## src/rtl/acc_alu_pkg.sv

```systemverilog
package acc_alu_pkg;
  localparam int DW = 8;
  localparam int NIB = DW / 2;

  typedef enum logic [4:0] {
    OP_NOP   = 5'd0,  OP_ADC   = 5'd1,  OP_SBC   = 5'd2,  OP_AND   = 5'd3,
    OP_ORA   = 5'd4,  OP_BIT   = 5'd5,  OP_ASL_A = 5'd6,  OP_ASL_M = 5'd7,
    OP_LSR_A = 5'd8,  OP_LSR_M = 5'd9,  OP_ROL_A = 5'd10, OP_ROL_M = 5'd11,
    OP_ROR_A = 5'd12, OP_ROR_M = 5'd13, OP_INC_M = 5'd14, OP_INX   = 5'd15,
    OP_INY   = 5'd16, OP_LDA   = 5'd17, OP_LDX   = 5'd18, OP_LDY   = 5'd19,
    OP_PLA   = 5'd20, OP_PHA   = 5'd21, OP_RTI   = 5'd22, OP_BRK   = 5'd23
  } alu_op_e;

  typedef enum logic [1:0] {SH_ASL, SH_LSR, SH_ROL, SH_ROR} shift_kind_e;

  localparam int P_C   = 0;
  localparam int P_Z   = 1;
  localparam int P_D   = 3;
  localparam int P_B   = 4;
  localparam int P_ONE = 5;
  localparam int P_V   = 6;
  localparam int P_N   = 7;
  localparam logic [DW-1:0] P_RESET = DW'(1) << P_ONE;
endpackage

```

## src/rtl/acc_alu_shift.sv

```systemverilog
module acc_alu_shift
  import acc_alu_pkg::*;
(
  input  logic [DW-1:0] v_i,
  input  logic          c_i,
  input  shift_kind_e   kind_i,
  output logic [DW-1:0] r_o,
  output logic          c_o
);
  always_comb begin
    unique case (kind_i)
      SH_ASL: begin r_o = {v_i[DW-2:0], 1'b0}; c_o = v_i[DW-1]; end
      SH_LSR: begin r_o = {1'b0, v_i[DW-1:1]}; c_o = v_i[0];    end
      SH_ROL: begin r_o = {v_i[DW-2:0], c_i};  c_o = v_i[DW-1]; end
      default: begin r_o = {c_i, v_i[DW-1:1]}; c_o = v_i[0];    end
    endcase
  end
endmodule

```

## src/rtl/acc_alu_addsub.sv

```systemverilog
module acc_alu_addsub
  import acc_alu_pkg::*;
#(
  parameter bit DECIMAL_EN = 1'b1
) (
  input  logic [DW-1:0] a_i,
  input  logic [DW-1:0] m_i,
  input  logic          c_i,
  input  logic          dec_i,
  input  logic          sub_i,
  output logic [DW-1:0] bin_o,
  output logic [DW-1:0] out_o,
  output logic          c_o,
  output logic          v_o
);
  localparam int WW = DW + 2;

  logic [DW:0]   sum_w, dif_w;
  logic [DW-1:0] dec_val;
  logic          dec_carry;

  assign sum_w = {1'b0, a_i} + {1'b0, m_i} + {{DW{1'b0}}, c_i};
  assign dif_w = {1'b0, a_i} - {1'b0, m_i} - {{DW{1'b0}}, ~c_i};
  assign bin_o = sub_i ? dif_w[DW-1:0] : sum_w[DW-1:0];

  assign v_o = sub_i ? ((a_i[DW-1] ^ m_i[DW-1]) & (a_i[DW-1] ^ bin_o[DW-1]))
                     : (~(a_i[DW-1] ^ m_i[DW-1]) & (a_i[DW-1] ^ bin_o[DW-1]));

  generate
    if (DECIMAL_EN) begin : g_bcd
      logic [NIB+1:0] lo_add, lo_add_fix;
      logic [WW-1:0]  hi_add, hi_add_fix, lo_sub, hi_sub;
      always_comb begin
        lo_add     = {2'b00, a_i[NIB-1:0]} + {2'b00, m_i[NIB-1:0]} + {{(NIB+1){1'b0}}, c_i};
        lo_add_fix = (lo_add > (NIB+2)'(9)) ? lo_add + (NIB+2)'(6) : lo_add;
        hi_add     = {2'b00, a_i[DW-1:NIB], {NIB{1'b0}}} + {2'b00, m_i[DW-1:NIB], {NIB{1'b0}}}
                   + (lo_add_fix[NIB] ? WW'(16) : WW'(0));
        hi_add_fix = (hi_add > WW'(8'h9F)) ? hi_add + WW'(8'h60) : hi_add;

        lo_sub = {{(WW-NIB){1'b0}}, a_i[NIB-1:0]} - {{(WW-NIB){1'b0}}, m_i[NIB-1:0]}
               - {{(WW-1){1'b0}}, ~c_i};
        hi_sub = {2'b00, a_i[DW-1:NIB], {NIB{1'b0}}} - {2'b00, m_i[DW-1:NIB], {NIB{1'b0}}};
        if (lo_sub[NIB]) begin
          lo_sub = lo_sub - WW'(6);
          hi_sub = hi_sub - WW'(1);
        end
        if (hi_sub[DW]) hi_sub = hi_sub - WW'(8'h60);

        dec_val   = sub_i ? {hi_sub[DW-1:NIB], lo_sub[NIB-1:0]}
                          : {hi_add_fix[DW-1:NIB], lo_add_fix[NIB-1:0]};
        dec_carry = hi_add > WW'(8'h9F);
      end
    end else begin : g_bin
      assign dec_val   = bin_o;
      assign dec_carry = sum_w[DW];
    end
  endgenerate

  assign out_o = dec_i ? dec_val : bin_o;
  assign c_o   = sub_i ? ~dif_w[DW] : (dec_i ? dec_carry : sum_w[DW]);
endmodule

```

## src/rtl/acc_alu.sv

```systemverilog
module acc_alu
  import acc_alu_pkg::*;
#(
  parameter bit DECIMAL_EN = 1'b1
) (
  input  logic         clk,
  input  logic         rst,
  input  logic         exec_en,
  input  logic [4:0]   op,
  input  logic [7:0]   m_in,
  output logic [7:0]   result,
  output logic [7:0]   a_reg,
  output logic [7:0]   x_reg,
  output logic [7:0]   y_reg,
  output logic [7:0]   status
);
  alu_op_e       opc;
  logic [DW-1:0] r_a, r_x, r_y, r_p, r_res;
  logic [DW-1:0] n_a, n_x, n_y, n_p, n_res;
  logic [DW-1:0] as_bin, as_out, sh_src, sh_res;
  logic          as_c, as_v, sh_c, sh_mem;
  shift_kind_e   sh_kind;

  assign opc = alu_op_e'(op);

  function automatic logic [DW-1:0] with_zn(input logic [DW-1:0] p, input logic [DW-1:0] v);
    logic [DW-1:0] q;
    q      = p;
    q[P_Z] = (v == '0);
    q[P_N] = v[DW-1];
    return q;
  endfunction

  always_comb begin
    sh_mem  = 1'b0;
    sh_kind = SH_ASL;
    case (opc)
      OP_ASL_M: begin sh_kind = SH_ASL; sh_mem = 1'b1; end
      OP_LSR_A: sh_kind = SH_LSR;
      OP_LSR_M: begin sh_kind = SH_LSR; sh_mem = 1'b1; end
      OP_ROL_A: sh_kind = SH_ROL;
      OP_ROL_M: begin sh_kind = SH_ROL; sh_mem = 1'b1; end
      OP_ROR_A: sh_kind = SH_ROR;
      OP_ROR_M: begin sh_kind = SH_ROR; sh_mem = 1'b1; end
      default:  sh_kind = SH_ASL;
    endcase
  end

  assign sh_src = sh_mem ? m_in : r_a;

  acc_alu_shift u_shift (
    .v_i    (sh_src),
    .c_i    (r_p[P_C]),
    .kind_i (sh_kind),
    .r_o    (sh_res),
    .c_o    (sh_c)
  );

  acc_alu_addsub #(.DECIMAL_EN(DECIMAL_EN)) u_addsub (
    .a_i   (r_a),
    .m_i   (m_in),
    .c_i   (r_p[P_C]),
    .dec_i (r_p[P_D]),
    .sub_i (opc == OP_SBC),
    .bin_o (as_bin),
    .out_o (as_out),
    .c_o   (as_c),
    .v_o   (as_v)
  );

  always_comb begin
    n_a = r_a; n_x = r_x; n_y = r_y; n_p = r_p; n_res = r_res;
    case (opc)
      OP_ADC, OP_SBC: begin
        n_a = as_out; n_res = as_out;
        n_p = with_zn(r_p, as_bin);
        n_p[P_C] = as_c; n_p[P_V] = as_v;
      end
      OP_AND: begin n_a = r_a & m_in; n_res = r_a & m_in; n_p = with_zn(r_p, r_a & m_in); end
      OP_ORA: begin n_a = r_a | m_in; n_res = r_a | m_in; n_p = with_zn(r_p, r_a | m_in); end
      OP_BIT: begin
        n_p[P_Z] = ((r_a & m_in) == '0);
        n_p[P_N] = m_in[P_N];
        n_p[P_V] = m_in[P_V];
      end
      OP_ASL_A, OP_LSR_A, OP_ROL_A, OP_ROR_A: begin
        n_a = sh_res; n_res = sh_res;
        n_p = with_zn(r_p, sh_res); n_p[P_C] = sh_c;
      end
      OP_ASL_M, OP_LSR_M, OP_ROL_M, OP_ROR_M: begin
        n_res = sh_res;
        n_p = with_zn(r_p, sh_res); n_p[P_C] = sh_c;
      end
      OP_INC_M: begin n_res = m_in + DW'(1); n_p = with_zn(r_p, m_in + DW'(1)); end
      OP_INX:   begin n_x = r_x + DW'(1); n_p = with_zn(r_p, r_x + DW'(1)); end
      OP_INY:   begin n_y = r_y + DW'(1); n_p = with_zn(r_p, r_y + DW'(1)); end
      OP_LDA, OP_PLA: begin n_a = m_in; n_res = m_in; n_p = with_zn(r_p, m_in); end
      OP_LDX:   begin n_x = m_in; n_res = m_in; n_p = with_zn(r_p, m_in); end
      OP_LDY:   begin n_y = m_in; n_res = m_in; n_p = with_zn(r_p, m_in); end
      OP_PHA:   n_res = r_a;
      OP_RTI:   n_p = m_in | P_RESET;
      OP_BRK:   n_p[P_B] = 1'b1;
      default:  ;
    endcase
  end

  always_ff @(posedge clk) begin
    if (rst) begin
      r_a <= '0; r_x <= '0; r_y <= '0; r_res <= '0; r_p <= P_RESET;
    end else if (exec_en) begin
      r_a <= n_a; r_x <= n_x; r_y <= n_y; r_res <= n_res; r_p <= n_p;
    end
  end

  assign result = r_res;
  assign a_reg  = r_a;
  assign x_reg  = r_x;
  assign y_reg  = r_y;
  assign status = r_p;
endmodule

```

## config.mk

```make
export PLATFORM = sky130hd
export DESIGN_NAME = acc_alu
export DESIGN_NICKNAME = d
export VERILOG_FILES = /design/src/rtl/acc_alu_pkg.sv /design/src/rtl/acc_alu_shift.sv /design/src/rtl/acc_alu_addsub.sv /design/src/rtl/acc_alu.sv
export SDC_FILE = /design/constraint.sdc
export NUM_CORES = 1
export LEC_CHECK = 0
export ABC_AREA = 1
export BUFFER_PORTS_ARGS = -buffer_cell sky130_fd_sc_hd__clkbuf_2
export CAP_MARGIN = 20
export CORE_MARGIN = 3
export CORE_UTILIZATION = 61
export CTS_BUF_LIST = sky130_fd_sc_hd__clkbuf_16
export DETAILED_ROUTE_END_ITERATION = 8
export HOLD_SLACK_MARGIN = 0.15
export PLACE_DENSITY = 0.86
export SYNTH_ARGS = -nofsm -noshare
export SYNTH_HDL_FRONTEND = slang
export SYNTH_SLANG_ARGS = --single-unit
```

## constraint.sdc

```tcl
create_clock -name clk -period 6.2 [get_ports clk]
set_input_delay 1.24 -clock clk [delete_from_list [all_inputs] [get_ports clk]]
set_output_delay 1.24 -clock clk [all_outputs]
set_load 0.1 [all_outputs]
```

== After elaboration in Yosys (flattened, before gate mapping) ==
Cells that the tools add are included.

* Register bits after elaboration: 39
* Input bits: 16
* Output and inout port bits: 40
* Logic and storage cells: 137

* Add/subtract/negate cells: 19
* Order comparisons: 2
* Equal/unequal tests: 25
* Mux-type cells: 25
* Bitwise gates (word level): 16
* Reductions and logical operators: 40

{| class="wikitable"
|+ Operators with widths
! cell !! count
|-
| $logic_not 8->1 || 8
|-
| $pmux 8 s7 || 1
|-
| $mux 8 || 6
|-
| $eq 5x4->1 const B || 8
|-
| $eq 5x5->1 const B || 8
|-
| $pmux 8 s5 || 1
|-
| $pmux 8 s2 || 2
|-
| $add 8x1->8 const B || 3
|-
| $pmux 8 s3 || 1
|-
| $eq 5x3->1 const B || 4
|-
| $add 8x8->9 || 2
|-
| $pmux 2 s9 || 1
|-
| $reduce_and 2->1 || 9
|-
| $reduce_bool 9->1 || 2
|-
| $sub 8x8->9 || 2
|-
| $reduce_or 2->1 || 8
|-
| $reduce_or 4->1 || 3
|-
| $add 9x5->10 || 1
|-
| $eq 5x2->1 const B || 2
|-
| $gt 10x8->1 const B || 1
|-
| $mux 5 || 2
|-
| $not 1->1 || 10
|-
| $add 9x1->9 || 1
|-
| $mux 9 || 1
|-
| other kinds (31) || 40
|}

== Depth between registers and ports, before layout ==
* Depth in word-level cells: 11
* Gate-level depth with buffers: 26
* Mapped depth without buffers: 25

== By module ==
Synthesis repeated with hierarchy kept, for this count alone.

* Cells, all modules: 942
* Area total of the unflattened synthesis: 5408.9 um^2

{| class="wikitable"
|+ By module, submodules not included
! module !! instances !! cells each !! area an instance (um^2) !! sequential area each (um^2)
|-
| acc_alu || 1 || 604 || 3444.6 || 780.7
|-
| acc_alu_addsub || 1 || 309 || 1840.5 || 0.0
|-
| acc_alu_shift || 1 || 29 || 123.9 || 0.0
|}

== Worst setup path after synthesis ==
No wires, ideal clock.

* Path type: input -> register
* Start: input port m_in[2]
* End: register r_a[5] (netlist: a_reg[5])
* Library setup time: 132 ps
* Arrival: 4725 ps
* Data required time: 6068 ps
* Setup slack: 1343 ps
* Stages on the path: 25
* Path buffers: 2
* Cell sequence: clkbuf_1 > inv_1 > ha_1 > buf_2 > a21oi_1 > nand2_1 > nand2_1 > nand2_1 > o21ai_0 > xor2_1 > inv_1 > fa_1 > ha_1 > fa_1 > inv_1 > nand2_1 > a21oi_1 > nand2_1 > o21ai_0 > nand2_1 > o21bai_1 > nand2_1 > nand2_1 > nand2_1 > a21oi_1

* Word-level cells in the longest chain between the ends: 11
* Elaborated cells on any way between the ends: 23
* Classes of those cells: add/sub: 12; order compare: 2; mux: 9

{| class="wikitable"
|+ RTL lines
! item !! line !! text
|-
| from (decl) || acc_alu.sv:10 || <nowiki>input logic [7:0] m_in,</nowiki>
|-
| $add 4x4->5 || acc_alu_addsub.sv:34 || <nowiki>lo_add = {2'b00, a_i[NIB-1:0]} + {2'b00, m_i[NIB-1:0]} + {{(NIB+1){1'b0}}, c_i};</nowiki>
|-
| $add 5x1->6 || acc_alu_addsub.sv:34 ||
|-
| $add 5x3->5 or $gt 6x4->1 (tied branches) || acc_alu_addsub.sv:35 || <nowiki>lo_add_fix = (lo_add > (NIB+2)'(9)) ? lo_add + (NIB+2)'(6) : lo_add;</nowiki>
|-
| $mux 5 || acc_alu_addsub.sv:35 ||
|-
| $mux 5 || acc_alu_addsub.sv:37 || <nowiki>+ (lo_add_fix[NIB] ? WW'(16) : WW'(0));</nowiki>
|-
| $add 9x5->10 || acc_alu_addsub.sv:37 ||
|-
| $add 8x7->8 or $gt 10x8->1 (tied branches) || acc_alu_addsub.sv:38 || <nowiki>hi_add_fix = (hi_add > WW'(8'h9F)) ? hi_add + WW'(8'h60) : hi_add;</nowiki>
|-
| $mux 8 || acc_alu_addsub.sv:38 ||
|-
| $mux 8 || acc_alu_addsub.sv:49 || <nowiki>dec_val = sub_i ? {hi_sub[DW-1:NIB], lo_sub[NIB-1:0]}</nowiki>
|-
| $mux 8 * || acc_alu_addsub.sv:59 || <nowiki>assign out_o = dec_i ? dec_val : bin_o;</nowiki>
|-
| $pmux 8 s5 * || acc_alu.sv:73 || <nowiki>case (opc)</nowiki>
|-
| to (signal assigned) || acc_alu.sv:111 || <nowiki>r_a <= n_a; r_x <= n_x; r_y <= n_y; r_res <= n_res; r_p <= n_p;</nowiki>
|-
| to (decl) || acc_alu.sv:18 || <nowiki>logic [DW-1:0] r_a, r_x, r_y, r_p, r_res;</nowiki>
|}

Mark *: on every way between the ends. The rest lies on a longest branch, timed or not.
A chain may end at the register's enable or synchronous reset.

== Worst setup path after layout ==
* Start: input port m_in[0]
* End: register r_a[7] (netlist: a_reg[7])

Same word-level chain as after synthesis.

==> metrics <==
Resized cells post-CTS 0; Hold Buf Count CTS 0; Compound-Gate Fraction of Synth Area approximately 22%; drt wl/cell around 19 um; maximum VDD drop roughly 0.00016 V; drt pass-1 iters 6; Post-layout nets approximately 940; Synth Register Bits 39; most common flop cell mapped by yosys dfxtp_1; fmax ~180 MHz; Die H around 100 um; Setup CP Type in2reg; Antenna diodes 0; status finished, final reports clean; startpoint type of the worst setup path primary input; post-synthesis simple-gate area fraction a little under a third; Crit path arrival time between 5 and 6 ns; # rows 32; clk sinks 39; I/O pin cnt 56; RSZ-0062 raised after global routing no; die area about 9500 um^2; vias in the first global route around 5,500; Port Buffer Count 54; Remaining DRCs 0; Setup Fix Bufs, Post-CTS 0; post-synth top area cell dfxtp_1; largest family of logic cells by synthesized area simple AND/OR/NAND/NOR gates; Die Width just under 100 um; r2r endpoint a_reg[7]; final setup fails 0; Max-cap violations 0; max-slew violations 0; Worst Tran Pin Value just over 0.8 ns; Global Route Usage Sum approximately two fifths; Syn Inst Count a little over 800; Critical Path End Type register; Area growth, synth to finish 9.05%; P per Cell Area between 200 and 250 nW/um^2; clk root buf clkbuf_16; yosys warns 0; clock buffer depth 2; area share of fa/ha/maj cells after synthesis between 15 and 20%; via count about 6,100; post-synthesis mux area share 0.390%; Final min period between 5 and 6 ns; Routed Wire Length approximately 18,000 um; register-to-register setup slack about 1.7 ns; Rel. slew slack 45.1%; Pleak ~2.7 nW; XOR/XNOR share of the synthesized area between 4 and 5%; Final Hold Viols 0; H-tree depth 2; FF-to-FF path depth 22; Post-synth EDFFs 0; Starting Density between 60% and 70%; CTS tree built; Layout fillers 715; sum of negative setup slack 0 ns; Num CTS Buffers 5; Synth top area share between 10% and 20%; Post-synth ARST share 0%; most common cell in the netlist nand2_1; initial antenna violation count 0; ANT nets after route 0; Core Region ~7900 um^2; largest net degree at the start of global routing 25; CP max FO 10; Worst Path Required around 6.4 ns; first-pass GRT wire length about 30,000 um; worst reg2reg startpoint status[0]; dpl hpwl roughly 14,000 um; Reg clk slew, reported paths 0.06 ns; number of vias per cell around 6.3; post-synthesis sequential area ratio 15.2%; starting DRC count in detailed routing between 700 and 800; Clock Skew about 0.0079 ns; Hold Path Sink result[0]; share of cells above drive strength 1 12.3%; Mapped Avg Cell Area between 6 and 7 um^2; Commonest cells post-synth nand2_1 (184), inv_1 (105), o21ai_0 (73), a21oi_1 (71), nand3_1 (67); Pwr Total 1.18 mW; post-synthesis cell area 5130 um^2; synth unique cells between 40 and 50; Post-Synthesis Net Count approximately 900; dominant cells by area after synthesis dfxtp_1 (15%), nand2_1 (13%), ha_1 (12%); routability congestion estimate around 1.1; Skew-Pair Late Insertion Delay 0.29 ns; grt total ovfl 0; hold_sp result[0]; Hold Crit Class reg2reg; Hold Crit Depth 2; Final Cycle Share about 87%
-- layer usage --
metal / wire length (um) / GRT usage (%)
met4: 754 / 14.1
met3: 2360 / 9.12
met1: 7470 / 52.3
met2: 7800 / 57.9
met5: 0 / 0
-- worst max-delay path by stage --
stage / cells after the start / to / startpoint
3_3_place_gp: 22 / a_reg[5] / m_in[0]
5_1_grt: 22 / a_reg[5] / m_in[0]
6_report: 23 / a_reg[7] / m_in[0]
4_1_cts: 21 / a_reg[7] / m_in[0]
3_5_place_dp: 22 / a_reg[5] / m_in[0]
2_1_floorplan: 25 / a_reg[5] / m_in[2]
-- stage by stage --
stage	hold slack (ns)	setup WS [ns]	cell area (um^2)	util (%)	cells
2_1_floorplan	0.541	1.34	5130	-	824
3_3_place_gp	0.459	0.808	5430	68.5	959
3_5_place_dp	0.470	0.594	5430	68.5	959
4_1_cts	0.484	0.897	5600	70.6	967
5_1_grt	0.506	0.575	5600	70.6	967
6_report	0.494	0.784	5600	70.6	967
-- worst max-delay path: stages --
cell and delay, ns:
clkbuf_2 0.25, inv_1 0.20, fa_1 0.44, inv_1 0.11, fa_1 0.46, o21ai_0 0.31, xor2_1 0.17, inv_1 0.07
fa_1 0.39, ha_1 0.23, fa_1 0.46, inv_1 0.10, nand2_1 0.06, a21oi_1 0.19, nand2_1 0.16, nand3_1 0.11
nand2_1 0.07, o21a_1 0.19, nand2_1 0.07, nand2_1 0.07, nand2_1 0.06, nand2_1 0.05, a21oi_1 0.15
-- cell type report --
type	count	area, um^2	share of cell area [%]
Tap cell	102	128	2.28
Timing Repair Buffer	56	285	5.10
Clock buffer	5	125	2.24
Inverter	122	458	8.18
Multi-Input combinational cell	640	3770	67.5
Sequential cell	39	781	14.0
Clock inverter	3	43.8	0.783
-- logic make-up (layout without fill, tap and decap cells) --
kind of cell / Yosys count / after routing
flops: 39 / 39
other cells: 1 / 1
compound gates: 196 / 196
mux: 2 / 2
fa+ha+maj: 57 / 57
simple gates: 358 / 358
buf+inv: 145 / 186
xor+xnor: 26 / 26
-- power breakdown --
| part | switching, mW | total, mW | internal, mW | leakage, nW |
|---|---|---|---|---|
| clock | 0.117 | 0.307 | 0.190 | 0.0838 |
| sequential | 0.0192 | 0.284 | 0.265 | 0.317 |
| combinational | 0.430 | 0.591 | 0.161 | 2.34 |
-- layout by cell type, fill, tap and decap left out, types with 8 or more instances in the layout --
cell type and count:
xor2_1 19, a31oi_1 11, nand2_1 184, inv_2 14, nor2_1 60, a21oi_1 71, dfxtp_1 39, o22ai_1 10
nand4_1 8, nor3_1 9, fa_1 9, ha_1 48, nand3_1 67, inv_1 105, clkbuf_2 54, o211ai_1 10
o21ai_0 73
(Power assumes the default switching activity.)
